### src/rtl/irq_pkg.sv
package irq_pkg;
  typedef enum logic [1:0] {
    CMD_NONE  = 2'd0,
    CMD_SET   = 2'd1,
    CMD_UNSET = 2'd2,
    CMD_WIPE  = 2'd3
  } src_cmd_e;

  function automatic src_cmd_e decode_cmd(input logic post, input logic clr,
                                          input logic wipe);
    if (wipe)      return CMD_WIPE;
    else if (post) return CMD_SET;
    else if (clr)  return CMD_UNSET;
    else           return CMD_NONE;
  endfunction
endpackage

### src/rtl/irq_src_bank.sv
module irq_src_bank
  import irq_pkg::*;
#(
  parameter int LVL_W = 5,
  parameter int SRC_N = 8,
  localparam int NUM_LVL = 1 << LVL_W,
  localparam int IDX_W = $clog2(SRC_N)
) (
  input  logic               clk,
  input  logic               rst_n,
  input  logic               post,
  input  logic               clr,
  input  logic               wipe,
  input  logic [LVL_W:0]     lvl,
  input  logic [IDX_W:0]     idx,
  output logic [NUM_LVL-1:0] status,
  output logic               err
);
  logic [NUM_LVL-1:0][SRC_N-1:0] pend_q, pend_d;
  logic [NUM_LVL-1:0]            stat_q, stat_d;
  logic                          err_q, err_d;
  logic                          addr_ok;
  logic                          bank_en;
  src_cmd_e                      cmd;
  logic [LVL_W-1:0]              l_sel;
  logic [IDX_W-1:0]              i_sel;

  assign addr_ok = (lvl < (LVL_W+1)'(NUM_LVL)) && (idx < (IDX_W+1)'(SRC_N));
  assign cmd     = decode_cmd(post, clr, wipe);
  assign l_sel   = lvl[LVL_W-1:0];
  assign i_sel   = idx[IDX_W-1:0];
  assign err_d   = (post || clr) && !addr_ok;
  assign bank_en = (cmd == CMD_WIPE) || ((cmd != CMD_NONE) && addr_ok);

  always_comb begin
    pend_d = pend_q;
    stat_d = stat_q;
    case (cmd)
      CMD_WIPE: begin
        pend_d = '0;
        stat_d = '0;
      end
      CMD_SET: begin
        pend_d[l_sel][i_sel] = 1'b1;
        stat_d[l_sel]        = 1'b1;
      end
      CMD_UNSET: begin
        pend_d[l_sel][i_sel] = 1'b0;
        stat_d[l_sel]        = |pend_d[l_sel];
      end
      default: ;
    endcase
  end

  always_ff @(posedge clk or negedge rst_n) begin
    if (!rst_n) begin
      pend_q <= '0;
      stat_q <= '0;
    end else if (bank_en) begin
      pend_q <= pend_d;
      stat_q <= stat_d;
    end
  end

  always_ff @(posedge clk or negedge rst_n) begin
    if (!rst_n) err_q <= 1'b0;
    else        err_q <= err_d;
  end

  assign status = stat_q;
  assign err    = err_q;
endmodule

### src/rtl/irq_prio_merge.sv
module irq_prio_merge #(
  parameter int LVL_W   = 5,
  parameter int SW_MIN  = 1,
  parameter int SW_MAX  = 16,
  parameter int EXT_MIN = 16,
  parameter int EXT_MAX = 32,
  localparam int NUM_LVL = 1 << LVL_W
) (
  input  logic [NUM_LVL-1:0] sw_req,
  input  logic [NUM_LVL-1:0] status,
  output logic [LVL_W-1:0]   win,
  output logic [NUM_LVL-1:0] summary
);
  // Ascending scans, software first; a later hit overwrites an earlier one.
  always_comb begin
    win     = '0;
    summary = '0;
    for (int i = SW_MIN; i < SW_MAX; i++) begin
      if (sw_req[i]) begin
        win        = LVL_W'(i - SW_MIN + 1);
        summary[i] = 1'b1;
      end
    end
    for (int i = EXT_MIN; i < EXT_MAX; i++) begin
      if (status[i]) begin
        win        = LVL_W'(i);
        summary[i] = 1'b1;
      end
    end
  end
endmodule

### src/rtl/irq_commit.sv
module irq_commit #(
  parameter int LVL_W = 5,
  localparam int NUM_LVL = 1 << LVL_W
) (
  input  logic               clk,
  input  logic               rst_n,
  input  logic               cap_en,
  input  logic               update,
  input  logic [LVL_W-1:0]   win,
  input  logic [NUM_LVL-1:0] summary,
  output logic               valid,
  output logic [LVL_W-1:0]   lat_win,
  output logic [NUM_LVL-1:0] lat_sum,
  output logic [NUM_LVL-1:0] isr,
  output logic [LVL_W-1:0]   intid
);
  logic               valid_q, valid_d;
  logic [LVL_W-1:0]   lwin_q, id_q;
  logic [NUM_LVL-1:0] lsum_q, isr_q;
  logic               commit_en;

  assign commit_en = update && valid_q;

  always_comb begin
    valid_d = valid_q;
    if (cap_en)         valid_d = 1'b1;
    else if (commit_en) valid_d = 1'b0;
  end

  always_ff @(posedge clk or negedge rst_n) begin
    if (!rst_n) valid_q <= 1'b0;
    else        valid_q <= valid_d;
  end

  always_ff @(posedge clk or negedge rst_n) begin
    if (!rst_n) begin
      lwin_q <= '0;
      lsum_q <= '0;
    end else if (cap_en) begin
      lwin_q <= win;
      lsum_q <= summary;
    end
  end

  always_ff @(posedge clk or negedge rst_n) begin
    if (!rst_n) begin
      isr_q <= '0;
      id_q  <= '0;
    end else if (commit_en) begin
      isr_q <= lsum_q;
      id_q  <= lwin_q;
    end
  end

  assign valid   = valid_q;
  assign lat_win = lwin_q;
  assign lat_sum = lsum_q;
  assign isr     = isr_q;
  assign intid   = id_q;
endmodule

### src/rtl/irq_level_arbiter.sv
module irq_level_arbiter #(
  parameter int LVL_W   = 5,
  parameter int SRC_N   = 8,
  parameter int SW_MIN  = 1,
  parameter int SW_MAX  = 16,
  parameter int EXT_MIN = 16,
  parameter int EXT_MAX = 32,
  parameter int PC_W    = 32,
  localparam int NUM_LVL = 1 << LVL_W,
  localparam int IDX_W   = $clog2(SRC_N)
) (
  input  logic               clk,
  input  logic               rst_n,
  input  logic               src_post,
  input  logic               src_clr,
  input  logic               clr_all,
  input  logic [LVL_W:0]     src_lvl,
  input  logic [IDX_W:0]     src_idx,
  output logic               cmd_err,
  input  logic [NUM_LVL-1:0] sw_req,
  input  logic [LVL_W-1:0]   cur_ipl,
  input  logic [PC_W-1:0]    pc,
  output logic               take_int,
  input  logic               accept,
  input  logic               update,
  output logic               info_valid,
  output logic [NUM_LVL-1:0] isr_out,
  output logic [LVL_W-1:0]   intid_out
);
  logic [1:0]         rst_sync_q;
  logic               rst_sync_n;
  logic [NUM_LVL-1:0] status;
  logic [LVL_W-1:0]   win;
  logic [NUM_LVL-1:0] summary;
  logic [LVL_W-1:0]   lat_win;
  logic [NUM_LVL-1:0] lat_sum;
  logic               pc_aligned;

  always_ff @(posedge clk or negedge rst_n) begin
    if (!rst_n) rst_sync_q <= 2'b00;
    else        rst_sync_q <= {rst_sync_q[0], 1'b1};
  end
  assign rst_sync_n = rst_sync_q[1];

  irq_src_bank #(.LVL_W(LVL_W), .SRC_N(SRC_N)) bank_i (
    .clk    (clk),
    .rst_n  (rst_sync_n),
    .post   (src_post),
    .clr    (src_clr),
    .wipe   (clr_all),
    .lvl    (src_lvl),
    .idx    (src_idx),
    .status (status),
    .err    (cmd_err)
  );

  irq_prio_merge #(
    .LVL_W(LVL_W), .SW_MIN(SW_MIN), .SW_MAX(SW_MAX),
    .EXT_MIN(EXT_MIN), .EXT_MAX(EXT_MAX)
  ) merge_i (
    .sw_req  (sw_req),
    .status  (status),
    .win     (win),
    .summary (summary)
  );

  assign pc_aligned = (pc[1:0] == 2'b00);
  assign take_int   = (|status) && pc_aligned && (win != '0) && (win > cur_ipl);

  irq_commit #(.LVL_W(LVL_W)) commit_i (
    .clk     (clk),
    .rst_n   (rst_sync_n),
    .cap_en  (accept && take_int),
    .update  (update),
    .win     (win),
    .summary (summary),
    .valid   (info_valid),
    .lat_win (lat_win),
    .lat_sum (lat_sum),
    .isr     (isr_out),
    .intid   (intid_out)
  );
endmodule

### config.mk
export PLATFORM = sky130hd
export DESIGN_NAME = irq_level_arbiter
export DESIGN_NICKNAME = d
export VERILOG_FILES = /design/src/rtl/irq_pkg.sv /design/src/rtl/irq_src_bank.sv /design/src/rtl/irq_prio_merge.sv /design/src/rtl/irq_commit.sv /design/src/rtl/irq_level_arbiter.sv
export SDC_FILE = /design/constraint.sdc
export NUM_CORES = 1
export LEC_CHECK = 0
export BUFFER_PORTS_ARGS = -buffer_cell sky130_fd_sc_hd__buf_2
export CAP_MARGIN = 20
export CORE_UTILIZATION = 36
export DETAILED_ROUTE_END_ITERATION = 10
export HOLD_SLACK_MARGIN = 0.05
export PLACE_DENSITY_LB_ADDON = 0.25
export SYNTH_ARGS = -nofsm -noshare
export SYNTH_HDL_FRONTEND = slang
export SYNTH_SLANG_ARGS = --single-unit
### constraint.sdc
create_clock -name clk -period 10.6 [get_ports clk]
set_clock_uncertainty 0.15 [all_clocks]
set_input_delay 2.12 -clock clk [delete_from_list [all_inputs] [get_ports clk]]
set_output_delay 2.12 -clock clk [all_outputs]
set_load 0.02 [all_outputs]
Yosys cells after proc, flatten, opt, wreduce, memory -nomap -nowiden. Cells that the tools add are included.

Register bits: 364. Word-level logic and storage cells: 153. Input bits: 86. Output and inout port bits: 40.

Mux-type cells: 78. Bitwise logic cells: 4. $lt $le $gt $ge: 7. Equality and inequality tests: 3. Reductions and logical operators: 21.

Operators with widths (count): 256-bit one-hot mux with 3 select lines (1); 256-bit AND (1); 256-bit NOT (1); 256-bit OR (1); 32-bit one-hot mux with 3 select lines (1); 5-bit two-way mux (16); 8-bit binary-select mux with 5-bit select (1); 8-bit demux with 5-bit select (1); 1-bit two-way mux (36); 32-bit bitwise mux (1); 4-bit two-way mux (8); 32-bit OR (1); 32-bit OR reduction (1); 8-bit two-way mux (2); 3-bit two-way mux (4); 1-bit logical AND (10); 2-bit two-way mux (5); 8-bit OR reduction (1); 5-bit by 6-bit less-than comparator with 1-bit output, second input constant (1); 6-bit less-than comparator, second input constant (1); 1-bit demux with 5-bit select (1); 5-bit by 1-bit greater-or-equal comparator with 1-bit output, second input constant (1); 5-bit greater-than comparator (1); 5-bit nonzero test (1); 12 further kinds (15).

Longest topological paths before layout. Gate-level depths: netlist (run 1).

Word-level depth: 36. Depth in mapped cells: 17. Depth with buffers taken out: 16.

Modules after synthesis. A second synthesis (run 1) with hierarchy kept.

Cells, all modules: 1636. Area total of the unflattened synthesis: 18111.1 um^2.

By module, submodules not included: irq_src_bank (instances 1, seq. area each 7231.9 um^2, cells each 1348, area each 14293.7 um^2); irq_commit (instances 1, seq. area each 1876.8 um^2, cells each 159, area each 2940.3 um^2); irq_prio_merge (instances 1, seq. area each 0.0 um^2, cells each 93, area each 596.8 um^2); irq_level_arbiter (instances 1, seq. area each 50.0 um^2, cells each 36, area each 280.3 um^2).

Least setup slack after synthesis (run 1). Ideal clock, no wire load.

Path type: input to output. Start: input port sw_req[4]. End: output port take_int. Path buffers: 0. Data arrival time: 4.379 ns. Data required time: 8.330 ns. Path slack: 3.951 ns. Cell stages on the path: 10. Cell sequence: or4_1 > a21bo_1 > a31oi_1 > o21ai_1 > ha_1 > and3_1 > a311o_1 > a21oi_1 > o21ai_0 > nor2_1.

Word-level cells in the longest chain between the ends: 31. Elaborated cells between the ends (all ways): 32. Those cells by class: 1 x order compare; 28 x mux; 3 x reduce/logical.

RTL lines: from (decl) (line irq_level_arbiter.sv:20) `input logic [NUM_LVL-1:0] sw_req,`; 3-bit two-way mux * (4 in series) (line irq_prio_merge.sv:19) `if (sw_req[i]) begin`; 4-bit two-way mux * (8 in series) (line irq_prio_merge.sv:19); 5-bit two-way mux * (16 in series) (line irq_prio_merge.sv:25) `if (status[i]) begin`; named net commit_i.win[2] (line irq_commit.sv:9) `input logic [LVL_W-1:0] win,`; branches (longest 2 deep; another with 5-bit greater-than comparator); 1-bit logical AND * (line irq_level_arbiter.sv:68) `assign take_int = (|status) && pc_aligned && (win != '0) && (win > cur_ipl);`; to (decl) (line irq_level_arbiter.sv:23) `output logic take_int,`.

Mark *: on every way through the listed nets, which the timed path passes.

Final worst setup path (run 1).
Start: input port sw_req[1]. End: output port take_int.

Word-level cells in the longest chain between the ends: 34. Elaborated cells between the ends (all ways): 35. Those cells by class: 1 x order compare; 31 x mux; 3 x reduce/logical.

RTL lines (line): 1-bit two-way mux * (irq_prio_merge.sv:19); 2-bit two-way mux * (2 in series) (irq_prio_merge.sv:19); 3-bit two-way mux * (4 in series) (irq_prio_merge.sv:19); 4-bit two-way mux * (8 in series) (irq_prio_merge.sv:19); 5-bit two-way mux * (16 in series) (irq_prio_merge.sv:25); branches (longest 2 deep; another with 5-bit greater-than comparator); 1-bit logical AND * (irq_level_arbiter.sv:68).

Mark *: on every way between the ends.

==> flow_metrics.py, run 1 <==
metrics = {
    "placement": {
        "dp_hpwl_mm": 39.6,
        "io_buffers": 77,
        "dp.cells": 2487,
        "place_worst_setup_slack_ns": 3.54,
        "place_area_um2": 19600,
        "gp_congestion": 0.877,
    },
    "power_and_ir_drop": {
        "p_int_mw": 2.37,
        "swShare": 0.263,
        "p_comb_frac": 0.096,
        "p_leak_nw": 8.62,
        "total_power_mw": 3.21,
        "clock_power_share": 0.454,
        "power.switching_uw": 845,
        "power.density_nw_per_um2": 153,
        "p_seq_frac": 0.451,
        "ir_drop_mv": 0.0886,
    },
    "synthesis": {
        "yosysTopAreaCellShare": 0.486,
        "synth_top_family_by_area": "compound AO/OA/AOI/OAI gates",
        "yosys_most_used_dff": "dfrtp_1",
        "synthSimpleGateAreaFrac": 0.0900,
        "synth_adder_area_share": 0.00334,
        "synth_area_um2": 18700,
        "yosysSeqAreaShare": 0.486,
        "muxShareOfSynthArea": 0.0980,
        "syn_nets": 1946,
        "synth-async-reset-ratio": 1.00,
        "synth-seq-cells": 364,
        "synth-xor-area-share": 0,
        "synth_enable_flop_cells": 0,
        "yosysUniqueCellTypes": 84,
        "syn_inst": 1855,
        "synth_compound_gate_area_share": 0.271,
        "avgSynthCellArea_um2": 10.1,
        "yosysTopAreaCell": "dfrtp_1",
        "ys_warn_count": 0,
        "synth_area_leaders": "dfrtp_1, a211oi_1, a21oi_1",
    },
    "die": {
        "core_area_um2": 51300,
        "die_width_um": 230,
        "die_y_um": 230,
        "dieArea_um2": 52900,
        "io-pin-count": 126,
        "rows": 83,
        "initial_core_util": 0.365,
    },
    "layout": {
        "final_common_cell": "dfrtp_1",
        "final_cell_mix": "dfrtp_1, a21oi_1, a211oi_1",
        "nets": 1947,
        "fin_util": 0.410,
        "diodes": 0,
        "areaGrowthSynthToFinish_pct": 12.3,
        "drive_above_1_share": 0.182,
        "fin_area_um2": 21000,
        "final_cells": 2567,
    },
    "critical_path": {
        "arrival_ns": 4.75,
        "cp.required_ns": 8.33,
        "crit_fanout": 3,
        "reg2reg_slack_ns": 6.87,
        "r2r_start": "bank_i.status[16]",
        "reg2reg_depth": 13,
        "crit_path_end_kind": "primary output",
        "path_class": "primary input to primary output",
        "startpoint_type": "primary input",
        "cp-startpoint": "sw_req[1]",
        "regToRegEndpoint": "commit_i.lat_sum[16]",
    },
    "timing": {
        "relSlewSlack": 0.209,
        "worstMarginPinSlew_ns": 1.18,
        "fin_setup_tns_ns": 0,
        "timing.final.crit_share": 0.663,
        "whs_ns": 0.193,
        "min_period_ns": 7.02,
        "rsz0062_at_grt": "no",
        "fin_ws_ns": 3.58,
        "max_clock_freq_mhz": 142,
        "finalHoldViolCount": 0,
        "drv_slew": 0,
        "setup_viol": 0,
    },
    "routing": {
        "wl_met2_mm": 28.5,
        "viasPerCell": 6.31,
        "wl_met3_mm": 5.08,
        "drt-initial-drc-count": 1812,
        "routedWlPerCell_um": 24.6,
        "wl_mm": 63.1,
        "drc": 0,
        "first_pass_iters": 5,
        "met1Wirelength_mm": 27.3,
        "ant_nets": 0,
        "top_layer_used": "met4",
        "dr_total_vias": 16200,
    },
    "clocking": {
        "htree_levels": 2,
        "cts_setup_buffers": 0,
        "cts_root_buf": "clkbuf_16",
        "numCtsBuffers": 41,
        "clock_sink_count": 364,
        "cts_resized": 0,
        "postCtsHoldBufs": 0,
        "cts_buffer_depth": 3,
        "clk_latency_ns": 0.57,
        "clk_pin_slew_ns": 0.06,
        "cts_tree": "yes",
    },
    "global_routing": {
        "grt_max_degree": 177,
        "grt_pass1_vias": 15700,
        "grt.total_usage": 0.238,
        "grt-ovfl-total": 0,
        "antenna_found_initial": 0,
        "grt_pass1_wl_mm": 98.2,
    },
    "flow_run": {
        "cap_violations": 0,
    },
    "worst_hold_path": {
        "hold_path.class": "flip-flop to asynchronous set/reset pin",
    },
    "status": {
        "run_status": "complete, no violations",
    },
}
metal layers:
layer  global-route usage  vias up
li1                     -     7087
met1                0.338     8156
met2                0.365      794
met3               0.0397      149
met4               0.0882        0
met5                    0        -
power groups by stage:
| stage | sequential, mW | combinational, mW | clock [mW] |
|---|---|---|---|
| after detailed placement | 1.47 | 0.302 | 0 |
| after CTS | 1.45 | 0.303 | 1.48 |
| after global routing | 1.45 | 0.326 | 1.54 |
| final | 1.45 | 0.307 | 1.46 |
| after floorplan | 1.50 | 0.164 | 0 |
| after global placement | 1.47 | 0.299 | 0 |
flip-flops by register name, summed over array words and instances (netlist names):
| name | count |
|---|---|
| bank_i.pend_q | 256 |
| commit_i.valid | 1 |
| bank_i.status | 32 |
| commit_i.lat_win | 5 |
| bank_i.err | 1 |
| commit_i.isr | 31 |
| commit_i.intid | 5 |
| commit_i.lat_sum | 31 |
| rst_sync_q | 2 |
kinds of logic (layout without fill, tap and decap cells):
group | after synthesis | in the layout
other | 2 | 2
buffers and inverters | 204 | 236
adder cells (fa/ha/maj) | 5 | 5
AND/OR/NAND/NOR | 332 | 332
AO/OA/AOI/OAI | 815 | 815
flip-flops | 364 | 364
multiplexers | 133 | 133
Yosys cell counts, types with 4 or more instances:
library cell	n
buf_4	18
o41ai_1	4
nand4_1	4
a41oi_1	4
clkbuf_1	128
and3_1	8
o31ai_1	32
a21boi_0	6
nor2b_1	9
o22ai_1	5
nor3_1	41
o211ai_1	6
nor4_1	10
a21o_1	5
mux4_2	33
and2_1	6
a311oi_1	11
nand4b_1	5
dfrtp_1	364
nand2b_1	9
a21oi_1	289
buf_6	12
nor2_1	112
buf_2	17
nand3_1	27
a32oi_1	4
buf_1	6
nand3b_1	10
o21ai_0	148
inv_1	20
or3_1	5
ha_1	5
nand2_1	56
mux2_2	72
o32ai_1	4
a211oi_1	217
mux2i_1	28
a31oi_1	37
o221ai_1	4
cell type report:
type,count,area (um^2)
tap,680,851
inverter,21,78.8
timing repair buffer,141,910
fill,5039,30300
clock inverter,9,124
multi-input combinational,1287,8730
clock buffer,65,1240
sequential,364,9110
critical path: stages:
cell	delay, ns
buf_2	0.10
nor2b_1	0.12
o21bai_1	0.11
a21oi_1	0.08
o21bai_1	0.13
a21oi_1	0.12
o221a_2	0.35
o41ai_1	0.47
ha_1	0.32
a311o_1	0.26
a21oi_1	0.11
o21ai_0	0.12
nor2_1	0.16
buf_2	0.18
worst max path at each step:
stage | endpoint | slack [ns] | depth (start not counted)
CTS | take_int | 3.54 | 14
global route | take_int | 3.38 | 14
detailed placement | take_int | 3.54 | 14
finish | take_int | 3.58 | 14
floorplan | take_int | 3.95 | 10
global placement | take_int | 3.50 | 14
No activity file was read; power rests on OpenSTA's default activity.
==> inputs of run 2 (changes only) <==
Clock period 10.6 ns to 7.2 ns, I/O delays scaled along.
==> run 2 against run 1 <==
Against the previous run: sequential cell count stayed put; combinational power grew 48%; worst setup slack lost 2.0 ns; register-to-register slack got worse by 3.3 ns; core utilization increased by 0.54 points; critical path type unchanged; critical path depth shrank 2.
==> flow_metrics.py, run 2 (same netlist as run 1, synthesis figures left out) <==
metrics = {
    "status": {
        "run_status": "complete, no violations",
    },
    "critical_path": {
        "cp.required_ns": 5.61,
        "arrival_ns": 4.03,
        "cpMostUsedCell": "buf_2",
        "crit_path_end_kind": "primary output",
        "crit_fanout": 4,
        "path_cells": "buf_2 > or4_1 > a21bo_1 > a31oi_1 > o21ai_1 > ha_1 > and3_1 > a311o_1 > a21oi_1 > o21ai_0 > nor2_1 > buf_2",
        "crit_slowest_cell": "or4_1",
        "path_class": "primary input to primary output",
        "startpoint_type": "primary input",
        "critPathMaxStageDelay_ns": 0.53,
        "reg2reg_depth": 13,
    },
    "layout": {
        "fin_area_um2": 21300,
        "diodes": 0,
        "drive_above_1_share": 0.191,
        "final_common_cell": "dfrtp_1",
        "nFillCells": 4986,
        "final_cell_mix": "dfrtp_1, a21oi_1, a211oi_1",
        "areaGrowthSynthToFinish_pct": 13.8,
        "nets": 1955,
        "largest_reg_flops": 256,
        "largest_register": "bank_i.pend_q",
        "final_cells": 2579,
    },
    "routing": {
        "ant_nets": 0,
        "met1Wirelength_mm": 27.0,
        "routedWlPerCell_um": 24.7,
        "top_layer_used": "met4",
        "wl_met2_mm": 29.0,
        "viasPerCell": 6.27,
        "wl_met3_mm": 5.42,
        "drt-initial-drc-count": 1807,
        "first_pass_iters": 5,
        "dr_total_vias": 16200,
        "wl_mm": 63.7,
        "drc": 0,
    },
    "die": {
        "core_area_um2": 51300,
        "die_y_um": 230,
        "rows": 83,
        "dieArea_um2": 52900,
        "die_width_um": 230,
        "initial_core_util": 0.365,
        "io-pin-count": 126,
    },
    "timing": {
        "finalHoldViolCount": 0,
        "fin_setup_tns_ns": 0,
        "max_clock_freq_mhz": 178,
        "drv_slew": 0,
        "rsz0062_at_grt": "no",
        "relSlewSlack": 0.185,
        "worstMarginPinSlew_ns": 1.22,
        "min_period_ns": 5.62,
        "setup_viol": 0,
        "timing.final.crit_share": 0.780,
    },
    "flow_run": {
        "cap_violations": 0,
    },
    "global_routing": {
        "grt_max_degree": 187,
        "grt_pass1_wl_mm": 99.5,
        "grt_pass1_vias": 16000,
        "grt-ovfl-total": 0,
        "grt.total_usage": 0.241,
        "antenna_found_initial": 1,
    },
    "power_and_ir_drop": {
        "p_seq_frac": 0.425,
        "clock_power_share": 0.485,
        "swShare": 0.260,
        "ir_drop_mv": 0.160,
        "power.density_nw_per_um2": 236,
        "p_leak_nw": 8.77,
        "p_int_mw": 3.72,
        "power.switching_mw": 1.30,
        "p_comb_frac": 0.090,
    },
    "placement": {
        "dp.cells": 2493,
        "gp_congestion": 0.891,
        "io_buffers": 77,
        "dp_hpwl_mm": 39.9,
        "place_area_um2": 19700,
    },
    "clocking": {
        "clk_pin_slew_ns": 0.05,
        "cts_buffer_depth": 3,
        "cts_setup_buffers": 0,
        "postCtsHoldBufs": 0,
        "htree_levels": 2,
        "cts_root_buf": "clkbuf_16",
        "clk_latency_ns": 0.59,
        "cts_resized": 0,
        "cts_tree": "yes",
        "numCtsBuffers": 44,
        "clock_sink_count": 364,
    },
    "worst_hold_path": {
        "holdPathStages": 0,
        "hold_path.class": "flip-flop to flip-flop",
    },
}
run 2: cell count changes in the layout (fill, tap and decap cells not counted), sizes merged:
cell	previous run	this run
clkbuf	65	59
inv	24	25
bufinv	2	7
clkinv	3	10
buf	141	146
run 2: path summary, 6_finish.rpt:
path,startpoint,to,slack (ns)
hold / removal,rst_sync_q[0],rst_sync_q[1],0.20
min in group asynchronous,rst_sync_q[1],commit_i.isr[16],0.25
max in group asynchronous,rst_sync_q[1],bank_i.pend_q[82],5.00
setup / recovery,sw_req[4],take_int,1.58
setup reg to reg,bank_i.status[16],commit_i.lat_sum[18],3.58
hold reg to reg,rst_sync_q[0],rst_sync_q[1],0.20
run 2: layout make-up:
class                   instances  area, um^2  area share
flip-flops and latches        364        9110       0.428
multi-input cells            1287        8730       0.409
clock buffers                  59        1260      0.0590
repair buffers                146         960      0.0450
well taps                     680         851      0.0399
clock inverters                22         328      0.0154
inverters                      21        78.8     0.00370
run 2: routing by layer:
metal  GRT usage  vias to the layer above
met2       0.372                      748
met4      0.0909                        0
met1       0.335                     8166
li1            -                     7099
met5           0                        -
met3      0.0455                      147
run 2: worst max-delay path: cells and delay by family:
family / cells / cell delay, ns
AOI/OAI and AO/OA: 6 / 1.12
adders and majority gates: 1 / 0.31
and+or+nand+nor: 3 / 0.86
buffers and inverters: 2 / 0.31
run 2: power by group through the flow:
stage	registers, mW	clock network, mW	logic, mW
3_5_place_dp	2.17	0	0.446
2_1_floorplan	2.21	0	0.242
3_3_place_gp	2.16	0	0.441
4_1_cts	2.13	2.47	0.448
6_report	2.13	2.44	0.454
5_1_grt	2.14	2.56	0.482
run 2: through the flow:
stage	worst slack [ns]	utilization	hold slack, ns	total power, mW
3_3_place_gp	1.51	0.383	0.185	2.61
6_report	1.58	0.415	0.204	5.02
3_5_place_dp	1.55	0.384	0.197	2.61
4_1_cts	1.54	0.414	0.210	5.05
2_1_floorplan	1.10	-	0.181	2.45
5_1_grt	1.34	0.415	0.218	5.18
